===== config.mk =====
export PLATFORM = sky130hd
export DESIGN_NAME = ctx_cfg_bank
export DESIGN_NICKNAME = d
export VERILOG_FILES = /design/src/rtl/ctx_cfg_pkg.sv /design/src/rtl/addr_stepper.sv /design/src/rtl/ctx_set.sv /design/src/rtl/mask2_shifter.sv /design/src/rtl/ctx_cfg_bank.sv
export SDC_FILE = /design/constraint.sdc
export NUM_CORES = 1
export LEC_CHECK = 0
export BUFFER_PORTS_ARGS = -buffer_cell sky130_fd_sc_hd__buf_2
export CORE_MARGIN = 10
export CORE_UTILIZATION = 40
export CTS_CLUSTER_SIZE = 8
export DETAILED_ROUTE_END_ITERATION = 8
export GPL_TIMING_DRIVEN = 0
export PLACE_DENSITY = 0.58
export REMOVE_ABC_BUFFERS = 1
export SLEW_MARGIN = 40
export SYNTH_ARGS = -nofsm -noshare
export SYNTH_HDL_FRONTEND = slang
export SYNTH_SLANG_ARGS = --single-unit

===== constraint.sdc =====
create_clock -name clk -period 3.9 [get_ports clk]
set_input_delay 0.78 -clock clk [delete_from_list [all_inputs] [get_ports clk]]
set_output_delay 0.78 -clock clk [all_outputs]
set_load 0.005 [all_outputs]

===== src/rtl/ctx_cfg_pkg.sv =====
package ctx_cfg_pkg;

    typedef enum logic [2:0] {
        SEL_CTRL  = 3'd0,
        SEL_SEG   = 3'd1,
        SEL_ADDR  = 3'd2,
        SEL_MASK1 = 3'd3,
        SEL_SRC   = 3'd4,
        SEL_DST   = 3'd5,
        SEL_MASK2 = 3'd6,
        SEL_NONE  = 3'd7
    } cfg_sel_e;

    typedef enum logic [1:0] {
        AM_HOLD  = 2'b00,
        AM_INC   = 2'b01,
        AM_DEC   = 2'b10,
        AM_HOLD3 = 2'b11
    } addr_mode_e;

    // control word field positions, decoded by neighbouring logic
    localparam int AM_LSB   = 0;
    localparam int MF_BIT   = 2;
    localparam int FF_BIT   = 3;
    localparam int PART_LSB = 4;
    localparam int MSEL_LSB = 7;

endpackage


===== src/rtl/addr_stepper.sv =====
module addr_stepper
    import ctx_cfg_pkg::*;
#(
    parameter int ADDR_W = 8
) (
    input  logic [ADDR_W-1:0] addr_i,
    input  logic [1:0]        mode_i,
    input  logic              step_i,
    output logic [ADDR_W-1:0] addr_o
);

    localparam logic [ADDR_W-1:0] ONE = ADDR_W'(1);

    always_comb begin
        addr_o = addr_i;
        if (step_i) begin
            case (mode_i)
                AM_INC:  addr_o = addr_i + ONE;
                AM_DEC:  addr_o = addr_i - ONE;
                default: addr_o = addr_i;
            endcase
        end
    end

endmodule


===== src/rtl/ctx_set.sv =====
module ctx_set
    import ctx_cfg_pkg::*;
#(
    parameter int DATA_W = 64,
    parameter int ADDR_W = 8,
    parameter int CTRL_W = 16,
    parameter int SEG_W  = 16,
    parameter int SEL_W  = 3
) (
    input  logic              clk,
    input  logic              rst_n,
    input  logic              we,
    input  logic [2:0]        sel,
    input  logic [DATA_W-1:0] wdata,
    input  logic              step_en,
    output logic [CTRL_W-1:0] ctrl_o,
    output logic [SEG_W-1:0]  seg_o,
    output logic [ADDR_W-1:0] addr_o,
    output logic [DATA_W-1:0] mask1_o,
    output logic [SEL_W-1:0]  src_o,
    output logic [SEL_W-1:0]  dst_o
);

    typedef struct packed {
        logic [CTRL_W-1:0] ctrl;
        logic [SEG_W-1:0]  seg;
        logic [ADDR_W-1:0] addr;
        logic [DATA_W-1:0] mask1;
        logic [SEL_W-1:0]  src;
        logic [SEL_W-1:0]  dst;
    } set_t;

    set_t              s_d, s_q;
    logic [ADDR_W-1:0] addr_step;

    addr_stepper #(.ADDR_W(ADDR_W)) u_step (
        .addr_i (s_q.addr),
        .mode_i (s_q.ctrl[AM_LSB +: 2]),
        .step_i (step_en),
        .addr_o (addr_step)
    );

    always_comb begin
        s_d      = s_q;
        s_d.addr = addr_step;
        if (we) begin
            case (sel)
                SEL_CTRL:  s_d.ctrl  = wdata[CTRL_W-1:0];
                SEL_SEG:   s_d.seg   = wdata[SEG_W-1:0];
                SEL_ADDR:  s_d.addr  = wdata[ADDR_W-1:0];
                SEL_MASK1: s_d.mask1 = wdata;
                SEL_SRC:   s_d.src   = wdata[SEL_W-1:0];
                SEL_DST:   s_d.dst   = wdata[SEL_W-1:0];
                default:   ;
            endcase
        end
    end

    always_ff @(posedge clk) begin
        if (!rst_n) s_q <= '0;
        else        s_q <= s_d;
    end

    assign ctrl_o  = s_q.ctrl;
    assign seg_o   = s_q.seg;
    assign addr_o  = s_q.addr;
    assign mask1_o = s_q.mask1;
    assign src_o   = s_q.src;
    assign dst_o   = s_q.dst;

    // increment mode steps by one with wrap
    assert_addr_inc_R5: assert property (@(posedge clk) disable iff (!rst_n)
        (step_en && !(we && sel == SEL_ADDR) && s_q.ctrl[AM_LSB +: 2] == AM_INC)
        |=> (s_q.addr == $past(s_q.addr) + ADDR_W'(1)));

    // decrement mode steps down by one with wrap
    assert_addr_dec_R5: assert property (@(posedge clk) disable iff (!rst_n)
        (step_en && !(we && sel == SEL_ADDR) && s_q.ctrl[AM_LSB +: 2] == AM_DEC)
        |=> (s_q.addr == $past(s_q.addr) - ADDR_W'(1)));

    // a direct address write overrides the step
    assert_addr_load_R6: assert property (@(posedge clk) disable iff (!rst_n)
        (we && sel == SEL_ADDR) |=> (s_q.addr == $past(wdata[ADDR_W-1:0])));

    // a set that is neither written nor stepped keeps its contents
    assert_idle_hold_R7: assert property (@(posedge clk) disable iff (!rst_n)
        (!we && !step_en) |=> $stable(s_q));

endmodule


===== src/rtl/mask2_shifter.sv =====
module mask2_shifter #(
    parameter int DATA_W = 64
) (
    input  logic              clk,
    input  logic              rst_n,
    input  logic              we,
    input  logic [DATA_W-1:0] wdata,
    input  logic              shl,
    input  logic              shr,
    output logic [DATA_W-1:0] mask_o
);

    logic [DATA_W-1:0] m2_d, m2_q;

    always_comb begin
        m2_d = m2_q;
        if (we)              m2_d = wdata;
        else if (shl && !shr) m2_d = {m2_q[DATA_W-2:0], 1'b0};
        else if (shr && !shl) m2_d = {1'b0, m2_q[DATA_W-1:1]};
    end

    always_ff @(posedge clk) begin
        if (!rst_n) m2_q <= '0;
        else        m2_q <= m2_d;
    end

    assign mask_o = m2_q;

    // left shift brings a zero into bit 0
    assert_shl_R8: assert property (@(posedge clk) disable iff (!rst_n)
        (shl && !shr && !we) |=> (m2_q == ($past(m2_q) << 1)));

    // right shift brings a zero into the top bit
    assert_shr_R8: assert property (@(posedge clk) disable iff (!rst_n)
        (shr && !shl && !we) |=> (m2_q == ($past(m2_q) >> 1)));

    // opposing shift requests cancel
    assert_both_hold_R8: assert property (@(posedge clk) disable iff (!rst_n)
        (shr && shl && !we) |=> $stable(m2_q));

endmodule


===== src/rtl/ctx_cfg_bank.sv =====
module ctx_cfg_bank
    import ctx_cfg_pkg::*;
#(
    parameter int DATA_W = 64,
    parameter int ADDR_W = 8,
    parameter int CTRL_W = 16,
    parameter int SEG_W  = 16,
    parameter int SEL_W  = 3
) (
    input  logic              clk,
    input  logic              rst_n,
    input  logic              cfg_we,
    input  logic [2:0]        cfg_sel,
    input  logic              cfg_standby,
    input  logic [DATA_W-1:0] cfg_wdata,
    input  logic              ctx_toggle,
    input  logic              acc_done,
    input  logic              m2_shl,
    input  logic              m2_shr,
    output logic              act_ctx,
    output logic [CTRL_W-1:0] ctrl_word,
    output logic [SEG_W-1:0]  seg_word,
    output logic [ADDR_W-1:0] addr_ptr,
    output logic [DATA_W-1:0] mask1,
    output logic [DATA_W-1:0] mask2,
    output logic [SEL_W-1:0]  src_sel,
    output logic [SEL_W-1:0]  dst_sel,
    output logic              match_en,
    output logic              full_en,
    output logic [2:0]        part_code,
    output logic [1:0]        mask_pick,
    output logic              match_clr
);

    localparam int N_CTX = 2;

    typedef struct packed {
        logic act;
        logic clr;
    } top_t;

    top_t top_d, top_q;

    logic [CTRL_W-1:0] ctrl_v  [N_CTX];
    logic [SEG_W-1:0]  seg_v   [N_CTX];
    logic [ADDR_W-1:0] addr_v  [N_CTX];
    logic [DATA_W-1:0] mask1_v [N_CTX];
    logic [SEL_W-1:0]  src_v   [N_CTX];
    logic [SEL_W-1:0]  dst_v   [N_CTX];

    logic wr_target;
    logic set_wr;
    logic m2_wr;

    assign wr_target = top_q.act ^ cfg_standby;
    assign m2_wr     = cfg_we && (cfg_sel == SEL_MASK2);
    assign set_wr    = cfg_we && (cfg_sel != SEL_MASK2) && (cfg_sel != SEL_NONE);

    for (genvar g = 0; g < N_CTX; g++) begin : g_ctx
        logic we_g;
        logic step_g;
        assign we_g   = set_wr && (wr_target == 1'(g));
        assign step_g = acc_done && (top_q.act == 1'(g));

        ctx_set #(
            .DATA_W (DATA_W),
            .ADDR_W (ADDR_W),
            .CTRL_W (CTRL_W),
            .SEG_W  (SEG_W),
            .SEL_W  (SEL_W)
        ) u_set (
            .clk     (clk),
            .rst_n   (rst_n),
            .we      (we_g),
            .sel     (cfg_sel),
            .wdata   (cfg_wdata),
            .step_en (step_g),
            .ctrl_o  (ctrl_v[g]),
            .seg_o   (seg_v[g]),
            .addr_o  (addr_v[g]),
            .mask1_o (mask1_v[g]),
            .src_o   (src_v[g]),
            .dst_o   (dst_v[g])
        );
    end

    mask2_shifter #(.DATA_W(DATA_W)) u_mask2 (
        .clk    (clk),
        .rst_n  (rst_n),
        .we     (m2_wr),
        .wdata  (cfg_wdata),
        .shl    (m2_shl),
        .shr    (m2_shr),
        .mask_o (mask2)
    );

    always_comb begin
        top_d     = top_q;
        top_d.act = top_q.act ^ ctx_toggle;
        top_d.clr = ctx_toggle;
    end

    always_ff @(posedge clk) begin
        if (!rst_n) top_q <= '0;
        else        top_q <= top_d;
    end

    assign act_ctx   = top_q.act;
    assign match_clr = top_q.clr;
    assign ctrl_word = ctrl_v[top_q.act];
    assign seg_word  = seg_v[top_q.act];
    assign addr_ptr  = addr_v[top_q.act];
    assign mask1     = mask1_v[top_q.act];
    assign src_sel   = src_v[top_q.act];
    assign dst_sel   = dst_v[top_q.act];

    assign match_en  = ctrl_word[MF_BIT];
    assign full_en   = ctrl_word[FF_BIT];
    assign part_code = ctrl_word[PART_LSB +: 3];
    assign mask_pick = ctrl_word[MSEL_LSB +: 2];

    // a toggle command flips the active context
    assert_toggle_flip_R3: assert property (@(posedge clk) disable iff (!rst_n)
        ctx_toggle |=> (act_ctx != $past(act_ctx)));

    // without a toggle the active context holds
    assert_no_toggle_hold_R3: assert property (@(posedge clk) disable iff (!rst_n)
        !ctx_toggle |=> $stable(act_ctx));

    // the clear pulse follows a toggle
    assert_clr_after_toggle_R4: assert property (@(posedge clk) disable iff (!rst_n)
        ctx_toggle |=> match_clr);

    // no clear pulse without a toggle
    assert_clr_quiet_R4: assert property (@(posedge clk) disable iff (!rst_n)
        !ctx_toggle |=> !match_clr);

    // a swap with no mask-2 command leaves the shared mask alone
    assert_mask2_swap_R9: assert property (@(posedge clk) disable iff (!rst_n)
        (ctx_toggle && !m2_shl && !m2_shr && !m2_wr) |=> $stable(mask2));

    // a standby write with no other activity leaves the active view unchanged
    assert_standby_write_R2: assert property (@(posedge clk) disable iff (!rst_n)
        (cfg_we && cfg_standby && cfg_sel != SEL_MASK2 && !ctx_toggle && !acc_done)
        |=> ($stable(ctrl_word) && $stable(seg_word) && $stable(addr_ptr)
             && $stable(mask1) && $stable(src_sel) && $stable(dst_sel)));

endmodule


* Word-level counts from Yosys, hierarchy flattened
Cells that the tools add are included.
** Storage, ports and cells
- Flip-flop bits (word level) :: 286
- Bits in latches :: 0
- Bits in writable memories :: 0
- Memory bits (read-only) :: 0
- Bits of input ports :: 75
- Output and inout port bits :: 183
- Memories kept :: 0
** Operators by class
- Add/sub/neg operators :: 4
- Multipliers :: 0
- Div/mod/pow operators :: 0
- Order comparisons :: 1
- Equality and inequality tests :: 12
- Shift operators :: 0
- Mux-type cells :: 35
- Bitwise operators :: 5
- Reductions and logical operators :: 23
** Operator list (number)
- two-way mux 64 bit :: 8
- two-way mux 78 bit :: 2
- two-way mux 16 bit :: 6
- two-way mux 8 bit :: 7
- one-hot mux 8 bit (2 select lines) :: 2
- two-way mux 3 bit :: 10
- AND reduction 2 bit :: 10
- adder 8 x 1 -> 8 bit, second input constant :: 2
- subtractor 8 x 1 -> 8 bit, second input constant :: 2
- == test 3 bit, second input constant :: 3
- logical AND 1 bit :: 9
- == test 3 x 2 -> 1 bit, second input constant :: 2
- != test 3 bit, second input constant :: 2
- == test 2 x 1 -> 1 bit, second input constant :: 2
- == test 2 bit, second input constant :: 2
- == test 3 x 1 -> 1 bit, second input constant :: 1
- zero test 3 bit :: 1
- nonzero test 3 bit :: 1
- greater-or-equal comparator 2 bit, second input constant :: 1
- zero test 1 bit :: 2
- inverter 1 bit :: 2
- inverter 1 -> 2 bit :: 1
- bitwise XOR 1 bit :: 2

* Depth between registers and ports, before layout
Gate-level depths: netlist of the first run.
- Depth after elaboration :: 5
- Gate-level depth with buffers :: 11
- Depth with buffers taken out :: 9

* By module
From an unflattened synthesis of the first run, not the netlist that was laid out.
** Unflattened totals
- Cell total of the unflattened synthesis :: 1601
- Area, all modules :: 14551.5 um2
** By module, submodules not included
- ctx_set :: instances 2, cells each 431, area an instance 4180.3 um2, seq. area each 2202.1 um2
- mask2_shifter :: instances 1, cells each 421, area an instance 3205.6 um2, seq. area each 1281.2 um2
- ctx_cfg_bank :: instances 1, cells each 142, area an instance 1736.7 um2, seq. area each 40.0 um2
- addr_stepper :: instances 2, cells each 88, area an instance 624.3 um2, seq. area each 0.0 um2

* Worst setup path after synthesis of the first run
Ideal clock, no wire load.
- Kind :: reg2reg
- Start :: register g_ctx[0].u_set.s_q (netlist bit g_ctx[0].u_set.ctrl_o[0])
- End :: register g_ctx[0].u_set.s_q (netlist bit g_ctx[0].u_set.addr_o[6])
- Data arrival time :: 2.430 ns
- Required time :: 3.838 ns
- Setup slack :: 1.408 ns
- Cell stages (with the launch flop) :: 12
- Clock period less this slack :: 2.492 ns
- Cell sequence :: dfxtp_1 -> inv_1 -> ha_1 -> buf_2 -> clkbuf_1 -> xor2_1 -> ha_1 -> and4b_1 -> nor4_2 -> mux2i_1 -> or4_1 -> nand3_1
** Between the ends
- Word-level cells in the longest chain between the ends :: 5
- Elaborated cells between the ends (all ways) :: 6
** RTL lines
- start: declaration :: line ctx_set.sv:33 : set_t s_d, s_q;
- start signal: assignment :: line ctx_set.sv:60 : if (!rst_n) s_q <= '0;
- start signal: assignment :: line ctx_set.sv:61 : else s_q <= s_d;
- == test 2 bit or == test 2 x 1 -> 1 bit (tied branches) :: line addr_stepper.sv:17 : case (mode_i)
- one-hot mux 8 bit (2 select lines) (*) :: line addr_stepper.sv:17
- two-way mux 8 bit (*) :: line addr_stepper.sv:16 : if (step_i) begin
- two-way mux 8 bit :: line ctx_set.sv:47 : case (sel)
- two-way mux 78 bit (*) :: line ctx_set.sv:46 : if (we) begin
Mark *: on every way between the ends. The rest lies on a longest branch, timed or not.
A chain may end at the register's enable or synchronous reset.

* Worst setup path in the final report of the first run
- Start :: register top_q (netlist bit act_ctx)
- End :: output port mask1[52]
** Between the ends
- Word-level cells in the longest chain between the ends :: 4
** RTL lines
- start: declaration :: line ctx_cfg_bank.sv:42 : top_t top_d, top_q;
- start signal: assignment :: line ctx_cfg_bank.sv:105 : else top_q <= top_d;
- inverter 1 -> 2 bit (implied by the code) :: line ctx_cfg_bank.sv:113 : assign mask1 = mask1_v[top_q.act];
- two-way mux 64 bit (implied by the code) (3 in series) :: line ctx_cfg_bank.sv:113
- end: declaration :: line ctx_cfg_bank.sv:24 : output logic [DATA_W-1:0] mask1,
No other way between the ends. The select of a mux whose other input is x is not followed.

==> results of run 1 <==
[layout make-up]
type / count / area (um^2)
Inverter: 6 / 27.5
Sequential cell: 286 / 5730
Multi-Input combinational cell: 1211 / 7120
Fill cell: 3314 / 16900
Clock buffer: 44 / 1070
Antenna cell: 4 / 10.0
Timing Repair Buffer: 298 / 1960
Clock inverter: 2 / 36.3
Tap cell: 448 / 561
[Yosys cell counts (7+ instances only)]
library cell	instances
sky130_fd_sc_hd__or3_1	7
sky130_fd_sc_hd__a211oi_1	9
sky130_fd_sc_hd__mux2i_1	77
sky130_fd_sc_hd__o21ai_0	20
sky130_fd_sc_hd__xnor2_1	8
sky130_fd_sc_hd__buf_2	24
sky130_fd_sc_hd__buf_4	10
sky130_fd_sc_hd__a311o_1	62
sky130_fd_sc_hd__a31oi_1	7
sky130_fd_sc_hd__nand3_1	7
sky130_fd_sc_hd__mux2_2	108
sky130_fd_sc_hd__dfxtp_1	286
sky130_fd_sc_hd__nor2_1	156
sky130_fd_sc_hd__a21oi_1	198
sky130_fd_sc_hd__clkbuf_1	109
sky130_fd_sc_hd__nand2_1	457
[worst min-delay path by stage]
| stage | startpoint | end | slack, ns | cells after the start |
|---|---|---|---|---|
| 2_1_floorplan | g_ctx[1].u_set.mask1_o[0] | g_ctx[1].u_set.mask1_o[0] | 0.43 | 2 |
| 4_1_cts | g_ctx[1].u_set.mask1_o[9] | g_ctx[1].u_set.mask1_o[9] | 0.45 | 2 |
| 3_3_place_gp | g_ctx[1].u_set.mask1_o[32] | g_ctx[1].u_set.mask1_o[32] | 0.44 | 2 |
| 3_5_place_dp | g_ctx[1].u_set.mask1_o[53] | g_ctx[1].u_set.mask1_o[53] | 0.44 | 2 |
| 5_1_grt | g_ctx[1].u_set.mask1_o[53] | g_ctx[1].u_set.mask1_o[53] | 0.46 | 2 |
| 6_report | g_ctx[1].u_set.mask1_o[11] | g_ctx[1].u_set.mask1_o[11] | 0.45 | 2 |
[power groups by stage]
| stage | Clock (W) | Combinational (W) | Sequential (W) |
|---|---|---|---|
| after global placement | 0 | 0.000564 | 0.00315 |
| after global routing | 0.00340 | 0.000700 | 0.00306 |
| after floorplan | 0 | 0.000315 | 0.00312 |
| final | 0.00320 | 0.000644 | 0.00306 |
| after detailed placement | 0 | 0.000646 | 0.00311 |
| after CTS | 0.00328 | 0.000649 | 0.00305 |
[stage by stage]
step                TNS [ns]   util  setup slack (ns)
global route               0  0.495             0.780
detailed placement         0  0.461             0.598
global placement    -1698.83  0.440             -5.61
CTS                        0  0.495             0.825
finish                     0  0.495             0.858
floorplan            -485.00      -             -2.04
[cells by family (layout without fill, tap and decap cells)]
| logic type | after synthesis | after routing | share of synthesized area |
|---|---|---|---|
| muxes | 185 | 185 | 0.148 |
| other | 0 | 4 | 0 |
| adders and majority gates | 6 | 6 | 0.00558 |
| and+or+nand+nor | 682 | 682 | 0.209 |
| xor gates and xnor gates | 16 | 16 | 0.0124 |
| AOI/OAI and AO/OA | 322 | 322 | 0.151 |
| buffers and inverters | 155 | 350 | 0.0488 |
| DFF | 286 | 286 | 0.425 |
[registers in the layout, indices dropped and copies added, names as in the netlist]
signal and count:
g_ctx.u_set.addr_o 16, g_ctx.u_set.seg_o 32, g_ctx.u_set.ctrl_o 32, g_ctx.u_set.src_o 6, act_ctx 1, u_mask2.mask_o 64, g_ctx.u_set.mask1_o 128, g_ctx.u_set.dst_o 6
match_clr 1
[metal layers]
metal | wire (um) | vias to the layer above | track usage
li1 | - | 6016 | -
met1 | 18700 | 5751 | 0.251
met2 | 20000 | 309 | 0.321
met3 | 3310 | 63 | 0.0646
met4 | 724 | 10 | 0.0456
met5 | 73 | - | 0
[worst reg2reg max path, stage by stage (launching register included)]
cell and delay [ns]:
sky130_fd_sc_hd__dfxtp_4 0.66, sky130_fd_sc_hd__buf_12 0.31, sky130_fd_sc_hd__xor2_4 0.32, sky130_fd_sc_hd__nand4_1 0.52, sky130_fd_sc_hd__buf_6 0.35, sky130_fd_sc_hd__buf_4 0.18, sky130_fd_sc_hd__buf_4 0.19, sky130_fd_sc_hd__buf_4 0.19
sky130_fd_sc_hd__nand2_1 0.08, sky130_fd_sc_hd__a21oi_1 0.06
[cell usage in the layout (no fill, tap or decap), drive strengths merged, types with 6 or more instances in the layout]
master / instances
or3: 7
inv: 6
nand2: 457
mux2: 108
dfxtp: 286
buf: 298
a21oi: 198
xnor2: 9
nor3: 7
xor2: 7
a211oi: 10
o21ai: 22
a31oi: 7
nand3: 8
ha: 6
nor2: 158
a311o: 62
mux2i: 77
clkbuf: 44
==> results.md, run 1 <==
| Parameter | Reported | Unit |
|:---|:---|:---|
| Total number of H-tree levels | 2 | - |
| Effective utilization at floorplan | 0.403 | - |
| Synthesized instance count | 1652 | - |
| Static Leakage | 6.65 | nW |
| Main flop type after synthesis | sky130_fd_sc_hd__dfxtp_1 | - |
| Largest net degree at the start of global routing | 69 | - |
| Number of synthesized flops with an enable pin | 0 | - |
| Fin. max-slew vios | 0 | - |
| Overall track demand over capacity in global routing | 0.198 | - |
| Ratio of final minimum period to clock period | 0.780 | - |
| Worst slew margin relative to its limit | 0.499 | - |
| Hold-fix buffer count after cts | 0 | - |
| Ys async rst share | 0 | - |
| Type of the most critical hold path | reg2reg | - |
| Proportion of power drawn by the clock network | 0.463 | - |
| Largest fanout on the critical path | 29 | - |
| Power consumption | 0.00689 | W |
| Launching point of the worst reg2reg path | act_ctx | - |
| Critical Path End Type | output pin | - |
| Nature of the critical path startpoint | register | - |
| Top cell type's share of synthesized area | 0.425 | - |
| Half-perimeter wire length of the detailed placement result | 30100 | um |
| VDD IR max | 0.000292 | V |
| Later-pin clock latency in the skew report | 0.54 | ns |
| Start point of the critical path | act_ctx | - |
| Clock transition at the registers of the reported paths | 0.05 | ns |
| First-pass GRT wire length | 67100 | um |
| Endpoint required time on the critical path | 3.12 | ns |
| Setup slack of the worst register-to-register path | 0.92 | ns |
| Min Tclk post-route | 3.04 | ns |
| Number of global-route vias before repair | 11857 | - |
| Yosys warns | 0 | - |
| Length of the first detailed-routing pass in iterations | 6 | - |
| Final weighted congestion of routability-driven global placement | 0.843 | - |
| Fin cells | 2299 | - |
| Total wirelength of the detailed-routed design | 42800 | um |
| Clock Path Buffers | 3 | - |
| CTS tree | done | - |
| Fraction of power consumed by combinational cells | 0.093 | - |
| Seq cells post-synth | 286 | - |
| Design Area, Final | 16500 | um^2 |
| Die width | 203 | um |
| Overall overflow remaining after global route | 0 | - |
| RSZ-0062 raised after global routing | no | - |
| Clock Root Buffer | sky130_fd_sc_hd__clkbuf_16 | - |
| Ratio of routed vias to standard cells | 5.28 | - |
| Sequential Power Share | 0.443 | - |
| Number of antenna violations at the first check in global routing | 9 | - |
| Average footprint of a synthesized cell | 8.15 | um^2 |
| Gate family responsible for the most delay along the worst path | flip-flops | - |
| Count of vias placed by the detailed router | 12149 | - |
| Total core area | 33400 | um^2 |
| Least-Margin Pin Slew | 0.750 | ns |
| Cell Rows | 67 | - |
| Share of cells above drive strength 1 | 0.255 | - |
| Worst setup skew after layout | 0.0150 | ns |
| Final hold viol count | 0 | - |
| Worst R2R Path Depth | 9 | - |
| Die height | 203 | um |
| Maxcap violations | 0 | - |
| Clk sink count | 286 | - |
| Cell Count Post-Placement | 2249 | - |
| Maximum clock frequency | 329 | MHz |
| Die footprint | 41400 | um^2 |
| Arr. time, crit path | 2.26 | ns |
| Sequential element share of the synthesized area | 0.425 | - |
| Status | finished, final reports clean | - |
| Placed cell areas | 15400 | um^2 |
| Number of nets at the end of the flow | 1925 | - |
| Worst stage delay on the critical path | 0.66 | ns |
| Number of design rule violations left after detail routing | 0 | - |
| WL per Instance | 18.6 | um |
| Detailed Route Iter0 Violations | 803 | - |
| Largest cells by area after synthesis | sky130_fd_sc_hd__dfxtp_1, sky130_fd_sc_hd__nand2_1, sky130_fd_sc_hd__mux2_2, sky130_fd_sc_hd__a21oi_1, sky130_fd_sc_hd__mux2i_1 | - |
| Yosys cell types | 65 | - |
| Critical path cell sequence | buf_12 > buf_12 > mux2_2 > buf_2 | - |
| I/O pin cnt | 258 | - |
| Yosys top cell by area | sky130_fd_sc_hd__dfxtp_1 | - |
| Tightest hold margin | 0.448 | ns |
| Area grow syn2layout | 22.7 | % |
| Worst setup path class | reg2out | - |
| Levels on crit path | 4 | - |
| Number of buffers created by CTS | 41 | - |
| Number of cells upsized or downsized after cts | 0 | - |
| Internal portion of total power | 0.00517 | W |
| Critical Path End | mask1[52] | - |
| Total buffers and inverters traversed by the critical path | 3 | - |
| Setup violations, final | 0 | - |
| Buffer count from post-CTS setup fixing | 0 | - |
| Power per cell area | 418 | nW/um^2 |
| R2r endpoint | g_ctx[1].u_set.mask1_o[39] | - |
| Remaining antenna violation count after routing | 0 | - |
| Sw Share | 0.251 | - |
| Most common cell on crit path | sky130_fd_sc_hd__buf_12 | - |
| Switch Pwr | 0.00173 | W |
| Slowest stage cell, crit path | sky130_fd_sc_hd__dfxtp_4 | - |
| Port bufs | 257 | - |
| Synthesized cell area | 13500 | um^2 |
Power figures use the tool's default switching activity.
==> inputs of run 2 (changes only) <==
- PLACE_DENSITY: 0.58 -> 0.6
- clock period: 3.9 -> 2.7 ns (I/O delays scaled with it)
==> run 2 against run 1 <==
Effect of this change: wire length increased by 0.62%; register-to-register slack worse by 0.67 ns; cell count increased by 0.26%; non-clock buffer count up 4; design area grew 0.12%.
==> results.md, run 2 (synthesized netlist as in run 1, its figures left out) <==
| Parameter | Reported | Unit | Delta |
|:---|:---|:---|:---|
| WL per Instance | 18.7 | um | +0.36% |
| Nature of the critical path startpoint | register | - |  |
| Total number of H-tree levels | 2 | - | unchanged |
| Half-perimeter wire length of the detailed placement result | 29700 | um | -1.4% |
| Number of buffers created by CTS | 41 | - | unchanged |
| Total core area | 33400 | um^2 | unchanged |
| I/O pin cnt | 258 | - | unchanged |
| Sum Neg Setup Slack | 0 | ns | unchanged |
| Start point of the critical path | g_ctx[0].u_set.ctrl_o[0] | - |  |
| Worst R2R Path Depth | 9 | - | unchanged |
| Clock Root Buffer | sky130_fd_sc_hd__clkbuf_16 | - |  |
| Fin. max-slew vios | 0 | - | unchanged |
| Worst setup path class | reg2reg | - |  |
| Final hold viol count | 0 | - | unchanged |
| Maximum clock frequency | 408 | MHz |  |
| Remaining antenna violation count after routing | 0 | - | unchanged |
| RSZ-0062 raised after global routing | no | - |  |
| Clock transition at the registers of the reported paths | 0.06 | ns | about the same |
| Type of the most critical hold path | in2reg | - |  |
| Arr. time, crit path | 2.91 | ns | +0.65 ns |
| Clk sink count | 286 | - | unchanged |
| Ratio of final minimum period to clock period | 0.908 | - |  |
| Final weighted congestion of routability-driven global placement | 0.801 | - | -5.0% |
| Least-Margin Pin Slew | 0.759 | ns | +0.00877 ns |
| Core occupancy in the finished layout | 0.495 | - | +0.000600 |
| R2r endpoint | g_ctx[0].u_set.addr_o[6] | - |  |
| Die width | 203 | um | unchanged |
| Largest fanout on the critical path | 18 | - | -38% |
| Worst setup skew after layout | 0.0101 | ns | -0.00490 ns |
| Number of global-route vias before repair | 12219 | - | +3.1% |
| Number of design rule violations left after detail routing | 0 | - | unchanged |
| Ratio of routed vias to standard cells | 5.37 | - | +1.6% |
| First-pass GRT wire length | 67800 | um | +1.1% |
| Largest net degree at the start of global routing | 75 | - | +8.7% |
| Die height | 203 | um | unchanged |
| Max FFs per register | 128 | - | unchanged |
| Min Tclk post-route | 2.45 | ns |  |
| Effective utilization at floorplan | 0.403 | - | unchanged |
| Worst slew margin relative to its limit | 0.490 | - | -0.00916 |
| Area grow syn2layout | 22.8 | % |  |
| Setup slack of the worst register-to-register path | 0.25 | ns | -0.67 ns |
| Critical Path End | g_ctx[0].u_set.addr_o[6] | - |  |
| Overall track demand over capacity in global routing | 0.199 | - | +0.00113 |
| Setup violations, final | 0 | - | unchanged |
| Launching point of the worst reg2reg path | g_ctx[0].u_set.ctrl_o[0] | - |  |
| Static Leakage | 6.66 | nW | +0.14% |
| Count of vias placed by the detailed router | 12379 | - | +1.9% |
| CTS tree | done | - |  |
| Tightest hold margin | 0.263 | ns | -0.185 ns |
| Endpoint required time on the critical path | 3.16 | ns | +0.04 ns |
| Design Area, Final | 16500 | um^2 | +0.12% |
| Die footprint | 41400 | um^2 | unchanged |
| Power per cell area | 601 | nW/um^2 | +44% |
| Most common cell after layout, fill and taps aside | sky130_fd_sc_hd__nand2_1 | - |  |
| Critical Path End Type | register | - |  |
| Share of cells above drive strength 1 | 0.258 | - | +0.00295 |
| Detailed Route Iter0 Violations | 805 | - | +0.25% |
| VDD IR max | 0.000487 | V | +67% |
| Total wirelength of the detailed-routed design | 43100 | um | +0.62% |
| Maxcap violations | 0 | - | unchanged |
| Port bufs | 257 | - | unchanged |
| Number of nets at the end of the flow | 1930 | - | +0.26% |
| Number of antenna violations at the first check in global routing | 8 | - | -1 |
| Overall overflow remaining after global route | 0 | - | unchanged |
| Length of the first detailed-routing pass in iterations | 4 | - | -2 |
| Most frequent cells in the layout | sky130_fd_sc_hd__nand2_1, sky130_fd_sc_hd__dfxtp_1, sky130_fd_sc_hd__buf_2 | - |  |
| Hold-fix buffer count after cts | 0 | - | unchanged |
| Clock Path Buffers | 3 | - | unchanged |
| Later-pin clock latency in the skew report | 0.51 | ns | -0.03 ns |
| Placed cell areas | 15400 | um^2 | -0.23% |
| Status | finished, final reports clean | - |  |
| Cell Rows | 67 | - | unchanged |
## run 2: how the worst min path moves through the flow
stage | startpoint | endpoint | cells past startpoint
floorplan | g_ctx[1].u_set.mask1_o[0] | g_ctx[1].u_set.mask1_o[0] | 2
detailed placement | g_ctx[0].u_set.mask1_o[23] | g_ctx[0].u_set.mask1_o[23] | 2
finish | ctx_toggle | match_clr | 2
global placement | g_ctx[1].u_set.mask1_o[2] | g_ctx[1].u_set.mask1_o[2] | 2
global route | ctx_toggle | match_clr | 2
CTS | ctx_toggle | match_clr | 2
## run 2: where the power goes
part           switching, W  internal [W]  leakage (nW)
Clock               0.00179       0.00279         0.538
Combinational      0.000589      0.000377          3.81
Sequential        0.0000744       0.00432          2.31
Total               0.00245       0.00749          6.66
## run 2: layout make-up
cell class / instances / area (um^2)
Sequential cell: 286 / 5730
Clock buffer: 46 / 1090
Multi-Input combinational cell: 1212 / 7150
Fill cell: 3258 / 16800
Tap cell: 448 / 561
Clock inverter: 1 / 8.76
Timing Repair Buffer: 302 / 1960
Antenna cell: 4 / 10.0
Inverter: 6 / 27.5
## run 2: metal layers
| layer | vias to the layer above | GRT usage | routed length [um] |
|---|---|---|---|
| li1 | 6017 | - | - |
| met1 | 5946 | 0.250 | 18800 |
| met2 | 336 | 0.324 | 19900 |
| met3 | 70 | 0.0646 | 3500 |
| met4 | 10 | 0.0496 | 867 |
| met5 | - | 0 | 55 |
## run 2: stage by stage
step | setup slack [ns] | power [W] | instances
final | 0.248 | 0.00994 | 2305
after detailed placement | -0.481 | 0.00542 | 2249
after floorplan | -3.00 | 0.00496 | 1503
after global placement | -6.63 | 0.00536 | 2208
after global routing | 0.0304 | 0.0103 | 2301
after CTS | 0.0474 | 0.0101 | 2300
## run 2: repair_timing
item	4_1_cts	5_1_grt
pin swaps	0	1
cloned	0	1
buffers inserted	4	0
hold endpoints to repair	0	0
setup endpoints to repair	46	21
resized for setup	0	4
## run 2: worst max-delay path: stages, from the launching register on
cell	delay (ns)
sky130_fd_sc_hd__dfxtp_1	0.31
sky130_fd_sc_hd__inv_1	0.11
sky130_fd_sc_hd__ha_2	0.40
sky130_fd_sc_hd__xor2_1	0.12
sky130_fd_sc_hd__ha_1	0.23
sky130_fd_sc_hd__and4b_1	0.24
sky130_fd_sc_hd__nor4_2	0.31
sky130_fd_sc_hd__mux2i_1	0.12
sky130_fd_sc_hd__or4_1	0.47
sky130_fd_sc_hd__nand3_1	0.09
==> inputs of run 3 (changes only) <==
- CORE_ASPECT_RATIO: unset -> 0.75
- REMOVE_ABC_BUFFERS: 1 -> unset
==> run 3 against run 2 <==
Effect of this change: sequential share of layout area increased by 0.074 points; sequential power about the same; wire length grew 13%; die area rose by 0.18%; fmax is 4.6% lower; design area down 0.26%; setup slack lost 0.12 ns; largest cell class unchanged; highest routed layer is now met4.
==> results.md, run 3 (synthesized netlist as in run 1, its figures left out) <==
| Parameter | Reported | Unit | Delta |
|:---|:---|:---|:---|
| Final weighted congestion of routability-driven global placement | 0.879 | - | +9.7% |
| Clk sink count | 286 | - | unchanged |
| Maximum clock frequency | 389 | MHz | -4.6% |
| Area grow syn2layout | 22.5 | % |  |
| Sequential Power Share | 0.440 | - | -0.002 |
| Clock transition at the registers of the reported paths | 0.06 | ns | about the same |
| Clock Root Buffer | sky130_fd_sc_hd__clkbuf_16 | - |  |
| Fin cells | 2399 | - | +4.1% |
| Fin. max-slew vios | 0 | - | unchanged |
| Most frequent cells in the layout | sky130_fd_sc_hd__nand2_1, sky130_fd_sc_hd__dfxtp_1, sky130_fd_sc_hd__buf_2 | - |  |
| Overall track demand over capacity in global routing | 0.226 | - | +0.0265 |
| Final hold viol count | 0 | - | unchanged |
| Ratio of final minimum period to clock period | 0.952 | - | +0.0439 |
| Total wirelength of the detailed-routed design | 48600 | um | +13% |
| I/O pin cnt | 258 | - | unchanged |
| Largest net degree at the start of global routing | 12 | - | -84% |
| Syn Nets | 1733 | - |  |
| Tightest hold margin | 0.234 | ns | -0.0287 ns |
| Ratio of routed vias to standard cells | 5.39 | - | +0.27% |
| Detailed Route Iter0 Violations | 1276 | - | +59% |
| Later-pin clock latency in the skew report | 0.54 | ns | +0.03 ns |
| Setup violations, final | 0 | - | unchanged |
| Static Leakage | 6.65 | nW | -0.16% |
| Worst setup path class | reg2out | - |  |
| Number of global-route vias before repair | 12306 | - | +0.71% |
| Maxcap violations | 0 | - | unchanged |
| Fraction of power consumed by combinational cells | 0.101 | - | +0.004 |
| Die width | 232 | um | +14% |
| Die height | 179 | um | -12% |
| Sw Share | 0.260 | - | +0.0131 |
| Critical Path End Type | output pin | - |  |
| Number of buffers created by CTS | 41 | - | unchanged |
| Endpoint required time on the critical path | 2.16 | ns | -1.00 ns |
| Arr. time, crit path | 2.03 | ns | -0.88 ns |
| Die footprint | 41500 | um^2 | +0.18% |
| Cell Rows | 58 | - | -13% |
| Internal portion of total power | 0.00738 | W | -1.4% |
| RSZ-0062 raised after global routing | no | - |  |
| Number of antenna violations at the first check in global routing | 1 | - | -7 |
| Max FFs per register | 128 | - | unchanged |
| Proportion of power drawn by the clock network | 0.458 | - | -0.003 |
| Least-Margin Pin Slew | 0.865 | ns | +0.106 ns |
| Largest fanout on the critical path | 10 | - | -8 |
| Min Tclk post-route | 2.57 | ns | +0.119 ns |
| Total number of H-tree levels | 2 | - | unchanged |
| Overall overflow remaining after global route | 0 | - | unchanged |
| Clock Path Buffers | 3 | - | unchanged |
| Total core area | 33400 | um^2 | about the same |
| Switch Pwr | 0.00259 | W | +5.7% |
| Worst slew margin relative to its limit | 0.423 | - | -0.0671 |
| Most common cell after layout, fill and taps aside | sky130_fd_sc_hd__nand2_1 | - |  |
| Length of the first detailed-routing pass in iterations | 6 | - | +2 |
| WL per Instance | 20.3 | um | +8.4% |
| Half-perimeter wire length of the detailed placement result | 35600 | um | +20% |
| Remaining antenna violation count after routing | 0 | - | unchanged |
| Port bufs | 250 | - | -2.7% |
| Count of vias placed by the detailed router | 12919 | - | +4.4% |
| First-pass GRT wire length | 73900 | um | +9.0% |
| Share of cells above drive strength 1 | 0.241 | - | -0.0172 |
| Number of nets at the end of the flow | 2027 | - | +5.0% |
| Type of the most critical hold path | in2reg | - |  |
| Nature of the critical path startpoint | register | - |  |
| Worst setup skew after layout | 0.0216 | ns | +0.0115 ns |
| Power per cell area | 605 | nW/um^2 | +0.60% |
| CTS tree | done | - |  |
| Power consumption | 0.00997 | W | +0.34% |
| Status | finished, final reports clean | - |  |
| Effective utilization at floorplan | 0.403 | - | about the same |
| Number of design rule violations left after detail routing | 0 | - | unchanged |
| VDD IR max | 0.000381 | V | -22% |
| Cell Count Post-Placement | 2354 | - | +4.7% |
## run 3: layout make-up
| class | count | area, um^2 |
|---|---|---|
| Antenna cell | 1 | 2.50 |
| Buffer | 148 | 727 |
| Clock buffer | 42 | 1040 |
| Clock inverter | 3 | 41.3 |
| Fill cell | 3304 | 16900 |
| Inverter | 6 | 22.5 |
| Multi-Input combinational cell | 1211 | 7100 |
| Sequential cell | 286 | 5730 |
| Tap cell | 450 | 563 |
| Timing Repair Buffer | 252 | 1270 |
## run 3: final timing paths
check / cells past startpoint / from / end / slack (ns)
hold reg to reg: 2 / g_ctx[1].u_set.mask1_o[52] / g_ctx[1].u_set.mask1_o[52] / 0.45
hold / removal: 2 / ctx_toggle / match_clr / 0.23
setup / recovery: 5 / act_ctx / mask1[15] / 0.13
setup reg to reg: 10 / g_ctx[0].u_set.ctrl_o[0] / g_ctx[0].u_set.addr_o[6] / 0.14
## run 3: power groups by stage
| stage | sequential [W] | combinational (W) | clock, W |
|---|---|---|---|
| detailed placement | 0.00447 | 0.000980 | 0 |
| floorplan | 0.00445 | 0.000556 | 0 |
| global route | 0.00440 | 0.00109 | 0.00483 |
| global placement | 0.00447 | 0.000970 | 0 |
| finish | 0.00439 | 0.00101 | 0.00457 |
| CTS | 0.00439 | 0.00101 | 0.00467 |
## run 3: per-stage QoR
stage                     TNS [ns]   util  cell area [um^2]  worst slack, ns
after floorplan                  0      -             13500            0.208
after global placement      -50.13  0.457             15300           -0.581
after detailed placement     -2.14  0.458             15300           -0.152
after CTS                        0  0.493             16500          0.00280
after global routing             0  0.494             16500          0.00961
final                            0  0.494             16500            0.129
## run 3: worst max-delay path, cell delays in order, from the launching register on
cell	delay, ns
sky130_fd_sc_hd__dfxtp_2	0.37
sky130_fd_sc_hd__buf_8	0.17
sky130_fd_sc_hd__buf_12	0.19
sky130_fd_sc_hd__clkbuf_8	0.22
sky130_fd_sc_hd__mux2_2	0.39
sky130_fd_sc_hd__buf_2	0.14
## run 3: repair_timing
item | CTS | global route
pin swaps | 0 | 1
buffers inserted | 0 | 0
endpoints found under the hold margin | 0 | 0
hold buffers | 0 | 0
resized for setup | 29 | 10
setup endpoints to repair | 118 | 50
## run 3: metal layers
layer	vias up	track usage	part of all wire
met4	0	0.0636	0.024
met3	69	0.0523	0.071
li1	6208	-	-
met2	429	0.357	0.45
met1	6213	0.303	0.45
met5	-	0	0
